--- src/rtl/irq_nest_pkg.sv ---
// Shared constants for the nested interrupt dispatcher: address windows,
// the global-enable location and the return marker. Assumes 32-bit words.
package irq_nest_pkg;
    localparam int XLEN = 32;
    typedef logic [XLEN-1:0] word_t;

    localparam logic [11:0] GIE_ADDR = 12'h300;
    localparam int          GIE_BIT  = 3;
    // Upper seven address bits select a 32-entry window
    localparam logic [6:0]  WIN_TAB  = 7'h58;   // 0xB00
    localparam logic [6:0]  WIN_CFG  = 7'h59;   // 0xB20
    localparam logic [6:0]  WIN_TS   = 7'h5A;   // 0xB40
    localparam word_t       RET_MARK = 32'hFFFF_FFFF;
endpackage

--- src/rtl/irq_vec_bank.sv ---
// Per-vector storage: handler entry, priority/enable, pending bit and
// captured timestamp. Assumes at most one write target per cycle and that
// clr_idx is a valid vector when clr_en is high.
module irq_vec_bank
    import irq_nest_pkg::*;
#(
    parameter int NVEC   = 8,
    parameter int PRIO_W = 2,
    parameter int TS_W   = 32,
    localparam int IDX_W = (NVEC > 1) ? $clog2(NVEC) : 1
) (
    input  logic                         clk,
    input  logic                         rst_n,
    input  logic                         tab_we,
    input  logic                         cfg_we,
    input  logic [IDX_W-1:0]             wr_idx,
    input  word_t                        wdata,
    input  logic [NVEC-1:0]              pend_req,
    input  logic                         clr_en,
    input  logic [IDX_W-1:0]             clr_idx,
    input  logic [TS_W-1:0]              now,
    output word_t [NVEC-1:0]             tab,
    output logic  [NVEC-1:0][PRIO_W-1:0] prio,
    output logic  [NVEC-1:0]             en,
    output logic  [NVEC-1:0]             pend,
    output logic  [NVEC-1:0][TS_W-1:0]   ts
);
    for (genvar g = 0; g < NVEC; g++) begin : g_vec
        logic hit_w;
        logic pend_nxt;

        // Next pending value: taken clears, write-one and requests set
        always_comb begin
            hit_w    = (wr_idx == IDX_W'(g));
            pend_nxt = (pend[g] & ~(clr_en && clr_idx == IDX_W'(g)))
                     | (cfg_we && hit_w && wdata[0])
                     | pend_req[g];
        end

        // Vector state registers and timestamp capture on pending rise
        always_ff @(posedge clk) begin
            if (!rst_n) begin
                tab[g]  <= '0;
                prio[g] <= '0;
                en[g]   <= 1'b0;
                pend[g] <= 1'b0;
                ts[g]   <= '0;
            end else begin
                if (tab_we && hit_w) tab[g] <= wdata;
                if (cfg_we && hit_w) begin
                    prio[g] <= wdata[PRIO_W+1:2];
                    en[g]   <= wdata[1];
                end
                pend[g] <= pend_nxt;
                if (!pend[g] && pend_nxt) ts[g] <= now;
            end
        end
    end
endmodule

--- src/rtl/irq_arbiter.sv ---
// Combinational selection of the vector to take: highest priority among
// pending, enabled vectors strictly above the reference level; ties go to
// the lowest index.
module irq_arbiter #(
    parameter int NVEC   = 8,
    parameter int PRIO_W = 2,
    localparam int IDX_W = (NVEC > 1) ? $clog2(NVEC) : 1
) (
    input  logic [NVEC-1:0]             pend,
    input  logic [NVEC-1:0]             en,
    input  logic [NVEC-1:0][PRIO_W-1:0] prio,
    input  logic [PRIO_W-1:0]           level,
    output logic                        hit,
    output logic [IDX_W-1:0]            sel,
    output logic [PRIO_W-1:0]           best
);
    // Scan downwards so an equal priority at a lower index replaces the pick
    always_comb begin
        hit  = 1'b0;
        sel  = '0;
        best = '0;
        for (int i = NVEC - 1; i >= 0; i--) begin
            if (pend[i] && en[i] && (prio[i] > level) && (!hit || prio[i] >= best)) begin
                hit  = 1'b1;
                best = prio[i];
                sel  = IDX_W'(i);
            end
        end
    end
endmodule

--- src/rtl/irq_level_stack.sv ---
// Preemption stack of (level, return PC) pairs. Assumes push and pop are
// never both high; push is ignored when full, pop when empty.
module irq_level_stack
    import irq_nest_pkg::*;
#(
    parameter int DEPTH  = 4,
    parameter int PRIO_W = 2,
    localparam int PW    = (DEPTH > 1) ? $clog2(DEPTH) : 1,
    localparam int DW    = $clog2(DEPTH + 1)
) (
    input  logic              clk,
    input  logic              rst_n,
    input  logic              push,
    input  logic              pop,
    input  logic [PRIO_W-1:0] push_lvl,
    input  word_t             push_pc,
    output logic [PRIO_W-1:0] top_lvl,
    output word_t             top_pc,
    output logic [DW-1:0]     depth
);
    logic  [DEPTH-1:0][PRIO_W-1:0] lvl_q;
    word_t [DEPTH-1:0]             pc_q;
    logic  [PW-1:0]                top_idx;
    logic  [PW-1:0]                wr_idx;

    // Index of the newest entry and of the next free slot
    always_comb begin
        top_idx = PW'(depth - DW'(1));
        wr_idx  = PW'(depth);
        top_lvl = lvl_q[top_idx];
        top_pc  = pc_q[top_idx];
    end

    // Entry storage and stack pointer
    always_ff @(posedge clk) begin
        if (!rst_n) begin
            lvl_q <= '0;
            pc_q  <= '0;
            depth <= '0;
        end else if (push && depth < DW'(DEPTH)) begin
            lvl_q[wr_idx] <= push_lvl;
            pc_q[wr_idx]  <= push_pc;
            depth         <= depth + DW'(1);
        end else if (pop && depth != '0) begin
            depth <= depth - DW'(1);
        end
    end
endmodule

--- src/rtl/irq_nest_ctrl.sv ---
// Top of the nested vectored interrupt dispatcher. Decodes control-register
// accesses, keeps the global enable, running level and cycle counter, and
// produces same-cycle redirects for dispatch, return and tail-chaining.
// Assumes the core applies redirect_pc to its next fetch when redirect is
// high and writes link_data into its link register when link_we is high.
module irq_nest_ctrl
    import irq_nest_pkg::*;
#(
    parameter int NVEC  = 8,
    parameter int NPRIO = 4,
    parameter int TS_W  = 32,
    localparam int PRIO_W = (NPRIO > 1) ? $clog2(NPRIO) : 1,
    localparam int IDX_W  = (NVEC > 1) ? $clog2(NVEC) : 1,
    localparam int DW     = $clog2(NPRIO + 1)
) (
    input  logic              clk,
    input  logic              rst_n,
    input  logic              csr_we,
    input  logic [11:0]       csr_addr,
    input  logic [31:0]       csr_wdata,
    output logic [31:0]       csr_rdata,
    input  logic [NVEC-1:0]   pend_req,
    input  logic [31:0]       next_pc,
    input  logic              jmp_valid,
    input  logic [31:0]       jmp_target,
    output logic              redirect,
    output logic [31:0]       redirect_pc,
    output logic              link_we,
    output logic [31:0]       link_data,
    output logic [PRIO_W-1:0] run_level
);
    logic                        gie_q;
    logic [TS_W-1:0]             now;
    logic [6:0]                  win;
    logic                        in_rng;
    logic [IDX_W-1:0]            vidx;
    logic                        tab_we, cfg_we;
    word_t [NVEC-1:0]            tab;
    logic  [NVEC-1:0][PRIO_W-1:0] prio;
    logic  [NVEC-1:0]            en;
    logic  [NVEC-1:0]            pend;
    logic  [NVEC-1:0][TS_W-1:0]  ts;
    logic                        hit;
    logic [IDX_W-1:0]            sel;
    logic [PRIO_W-1:0]           best;
    logic [PRIO_W-1:0]           top_lvl;
    word_t                       top_pc;
    logic [DW-1:0]               depth;
    logic                        ret, take;
    logic [PRIO_W-1:0]           ref_lvl;

    // Address decode for the three vector windows
    always_comb begin
        win    = csr_addr[11:5];
        in_rng = (32'(csr_addr[4:0]) < NVEC);
        vidx   = IDX_W'(csr_addr[4:0]);
        tab_we = csr_we && in_rng && (win == WIN_TAB);
        cfg_we = csr_we && in_rng && (win == WIN_CFG);
    end

    // Return detection, reference level and dispatch decision
    always_comb begin
        ret         = jmp_valid && (jmp_target == RET_MARK) && (depth != '0);
        ref_lvl     = ret ? top_lvl : run_level;
        take        = gie_q && hit;
        redirect    = take || ret;
        redirect_pc = take ? {tab[sel][XLEN-3:0], 2'b00} : top_pc;
        link_we     = take;
        link_data   = RET_MARK;
    end

    // Control-register read mux; unimplemented addresses read zero
    always_comb begin
        csr_rdata = '0;
        if (csr_addr == GIE_ADDR) begin
            csr_rdata[GIE_BIT] = gie_q;
        end else if (in_rng) begin
            unique case (win)
                WIN_TAB: csr_rdata = tab[vidx];
                WIN_CFG: csr_rdata = 32'({prio[vidx], en[vidx], pend[vidx]});
                WIN_TS:  csr_rdata = 32'(ts[vidx]);
                default: csr_rdata = '0;
            endcase
        end
    end

    // Global enable, running level and monotonic cycle counter
    always_ff @(posedge clk) begin
        if (!rst_n) begin
            gie_q     <= 1'b0;
            run_level <= '0;
            now       <= '0;
        end else begin
            now <= now + TS_W'(1);
            if (csr_we && csr_addr == GIE_ADDR) gie_q <= csr_wdata[GIE_BIT];
            if (take)     run_level <= best;
            else if (ret) run_level <= top_lvl;
        end
    end

    irq_vec_bank #(.NVEC(NVEC), .PRIO_W(PRIO_W), .TS_W(TS_W)) u_bank (
        .clk(clk), .rst_n(rst_n),
        .tab_we(tab_we), .cfg_we(cfg_we), .wr_idx(vidx), .wdata(csr_wdata),
        .pend_req(pend_req), .clr_en(take), .clr_idx(sel), .now(now),
        .tab(tab), .prio(prio), .en(en), .pend(pend), .ts(ts)
    );

    irq_arbiter #(.NVEC(NVEC), .PRIO_W(PRIO_W)) u_arb (
        .pend(pend), .en(en), .prio(prio), .level(ref_lvl),
        .hit(hit), .sel(sel), .best(best)
    );

    // A tail-chain leaves the stack untouched: the saved PC stays on top
    irq_level_stack #(.DEPTH(NPRIO), .PRIO_W(PRIO_W)) u_stack (
        .clk(clk), .rst_n(rst_n),
        .push(take && !ret), .pop(ret && !take),
        .push_lvl(run_level), .push_pc(next_pc),
        .top_lvl(top_lvl), .top_pc(top_pc), .depth(depth)
    );
endmodule

--- config.mk ---
export PLATFORM = sky130hd
export DESIGN_NAME = irq_nest_ctrl
export DESIGN_NICKNAME = d
export VERILOG_FILES = /design/src/rtl/irq_nest_pkg.sv /design/src/rtl/irq_vec_bank.sv /design/src/rtl/irq_arbiter.sv /design/src/rtl/irq_level_stack.sv /design/src/rtl/irq_nest_ctrl.sv
export SDC_FILE = /design/constraint.sdc
export NUM_CORES = 2
export LEC_CHECK = 0
export CAP_MARGIN = 5
export CORE_UTILIZATION = 30
export DETAILED_ROUTE_END_ITERATION = 8
export DONT_BUFFER_PORTS = 1
export HOLD_SLACK_MARGIN = 0.06
export MAX_ROUTING_LAYER = met4
export PLACE_DENSITY = 0.51
export SYNTH_ARGS = -nofsm -noshare
export SYNTH_HDL_FRONTEND = slang
export SYNTH_SLANG_ARGS = --single-unit
export TNS_END_PERCENT = 30
--- constraint.sdc ---
create_clock -name clk -period 12.9 [get_ports clk]
set_input_delay 0.645 -clock clk [delete_from_list [all_inputs] [get_ports clk]]
set_output_delay 0.645 -clock clk [all_outputs]
set_load 0.05 [all_outputs]
==> impl_metrics.env <==
export IMPL_cts_tree="yes"
export IMPL_ff2ff_setup_slack_ns=1.66
export IMPL_grt_pass1_vias=29100
export IMPL_synth_top_area_cell="dfxtp_1"
export IMPL_leakagePower_uw=0.0126
export IMPL_setup_ws_ns=0.133
export IMPL_synth_seq_cells=718
export IMPL_violations="design-rule violations"
export IMPL_die_area_um2=118000
export IMPL_ios=220
export IMPL_cts_sink_count=718
export IMPL_end_kind="primary output"
export IMPL_cap_violations=0
export IMPL_initial_core_util_pct=30.3
export IMPL_nFillCells=11800
export IMPL_instances_no_fill=5706
export IMPL_reg2reg_from="u_stack.depth[1]"
export IMPL_area_delta_synth_final_pct=15.2
export IMPL_slowest_stage="or4_4"
export IMPL_final_cell_mix="nand2_1 (1417), dfxtp_1 (716), a21oi_1 (713)"
export IMPL_worstHoldStart="rst_n"
export IMPL_nNetsFinal=4270
export IMPL_worst_pin_slew_ns=1.24
export IMPL_htree_num_levels=3
export IMPL_final_common_cell="nand2_1"
export IMPL_syn_inst=4255
export IMPL_post_route_period_util_pct=99.0
export IMPL_ys_types=74
export IMPL_fp_dieH_um=343
export IMPL_layout_drive_gt1_share_pct=14.9
export IMPL_place_area_um2=36400
export IMPL_place_ws_ns=0.0311
export IMPL_clockBufferDepth=3
export IMPL_ys_top_cells_by_area="dfxtp_1 (41%), nand2_1 (15%), mux4_2 (11%), a21oi_1 (10%), mux2i_1 (3.4%)"
export IMPL_synthXorXnorAreaFrac_pct=0.679
export IMPL_routed_wl_um=136000
export IMPL_cp_common_cell="buf_4"
export IMPL_path_depth=60
export IMPL_ys_warn_count=0
export IMPL_async_flop_share_pct=0
export IMPL_dr_pass1_iters=8
export IMPL_hold_viol=0
export IMPL_rsz0062_at_grt="true"
export IMPL_cp_arrival_ns=12.12
export IMPL_clockRootBuffer="clkbuf_16"
export IMPL_synth_simple_area_share_pct=19.4
export IMPL_r2r_cells=60
export IMPL_fin_area_um2=40100
export IMPL_hold_path_class="primary input to flop"
export IMPL_power_uw=4840
export IMPL_relSlewSlack_pct=17.1
export IMPL_ant_nets=0
export IMPL_critPathKind="flop to primary output"
export IMPL_cpPeakStageDelay_ns=0.54
export IMPL_yosysTopAreaCellShare_pct=41.3
export IMPL_timing_critical_path_required_ns=12.26
export IMPL_dpl_hpwl_um=79500
export IMPL_synthAdderAreaFrac_pct=1.11
export IMPL_max_freq_mhz=78.3
export IMPL_vias_per_cell=5.40
export IMPL_grt_pass1_wl_um=198000
export IMPL_synth_flop_cell="dfxtp_1"
export IMPL_vdd_drop_max_mv=0.0920
export IMPL_cp_top_family="compound AO/OA/AOI/OAI gates"
export IMPL_ys_seq_area_share_pct=41.3
export IMPL_portBuffers=0
export IMPL_wl_per_cell_um=23.8
export IMPL_setup_viol=0
export IMPL_synth_compound_area_share_pct=16.5
export IMPL_min_period_ns=12.77
export IMPL_grt_usage_pct=23.1
export IMPL_placed_cells=5486
export IMPL_power_density_nw_per_um2=121
export IMPL_status="finished, violations left"
export IMPL_r2r_end="u_bank.pend[5]"
export IMPL_grt_overflow_total=0
export IMPL_cts_buffers=82
export IMPL_antenna_found_initial=10
export IMPL_avgSynthCellArea_um2=8.19
export IMPL_drt_iter0_markers=2920
export IMPL_dr_total_vias=30800
export IMPL_clk_pin_slew_ns=0.06
export IMPL_netlist_area_um2=34800
export IMPL_critPathBufInv=18
export IMPL_critPathMaxFanout=10
export IMPL_rows=124
export IMPL_synth_edf_count=0
export IMPL_slew_viol_final=0
export IMPL_core_um2=115000
export IMPL_grt_max_degree=215
export IMPL_die_x_um=343
export IMPL_synth_top_family_by_area="simple AND/OR/NAND/NOR gates"
export IMPL_globalplace_congestion=0.868
export IMPL_startpoint_type="flop"
export IMPL_whs_path_depth=1
export IMPL_drc=22
export IMPL_fin_skew_ns=0.0269
export IMPL_synth_area_mux_share_pct=15.5
export IMPL_insertion_delay_ns=0.67
export IMPL_hold_end="now[1]"
[cell type report]
class	instances	area, um2	share of cell area, %
Antenna cell	9	22.5	0.0561
Multi-Input combinational cell	3102	19200	47.9
Sequential cell	718	14400	35.8
Clock inverter	32	372	0.926
Timing Repair Buffer	178	1680	4.20
Clock buffer	117	2400	5.97
Inverter	38	153	0.380
Tap cell	1512	1890	4.71
[metrics by stage]
step	setup TNS [ns]	hold slack [ns]	utilization, %
final	0	0.104	34.9
after global placement	0	0.438	31.7
after floorplan	0	0.433	-
after CTS	0	0.0635	34.6
after global routing	-5.75	0.0787	34.9
after detailed placement	0	0.443	31.7
[layer usage]
layer | share of wire (%) | up-vias | track usage (%)
met1 | 43 | 15200 | 29.5
met5 | 0 | - | -
met3 | 8.5 | 201 | 5.54
met2 | 45 | 1167 | 35.2
met4 | 3.5 | 0 | 8.53
li1 | - | 14300 | -
[timing repair]
action / in CTS / in global routing
gates cloned: 3 / 0
pin swaps: 32 / 49
setup endpoints to repair: 30 / 30
gates resized for setup: 26 / 48
buffers inserted: 42 / 18
hold buffers: 0 / 0
[cell families after synthesis]
family	Yosys count
AOI/OAI and AO/OA	993
xor gates and xnor gates	27
adders and majority gates	31
buffers and inverters	466
DFF	718
muxes	323
other	1
and+or+nand+nor	1696
[where the power goes]
part	switching, uW	internal [uW]
logic	142	42.5
clock network	1010	1420
registers	8.96	2220
total	1160	3680
[registers in the layout (all words and copies together), names as in the netlist]
signal,count
u_bank.pend,8
gie_q,1
run_level,2
u_bank.tab,256
u_stack.depth,3
u_stack.pc_q,128
u_bank.prio,16
u_stack.lvl_q,8
u_bank.ts,256
u_bank.en,8
now,32
[synth_stat cells (18+ instances only)]
master,count
a21oi_1,721
xor2_1,19
nand3_1,59
o221ai_1,32
ha_1,30
a2bb2oi_1,18
o211ai_1,49
dfxtp_1,718
mux4_2,170
buf_4,35
clkbuf_2,28
a31oi_1,26
mux2_2,35
mux2i_1,118
inv_1,37
buf_1,26
o21ai_0,53
clkbuf_1,307
nor2_1,106
nand2_1,1421
o22a_1,29
buf_2,32
[worst max path at each step]
stage,endpoint,start
CTS,redirect_pc[26],u_stack.depth[0]
floorplan,redirect_pc[15],u_stack.depth[0]
finish,redirect_pc[30],u_stack.depth[1]
global placement,redirect_pc[10],jmp_target[29]
detailed placement,redirect_pc[31],jmp_target[29]
global route,redirect_pc[10],u_stack.depth[1]
Power figures use the tool's default switching activity.
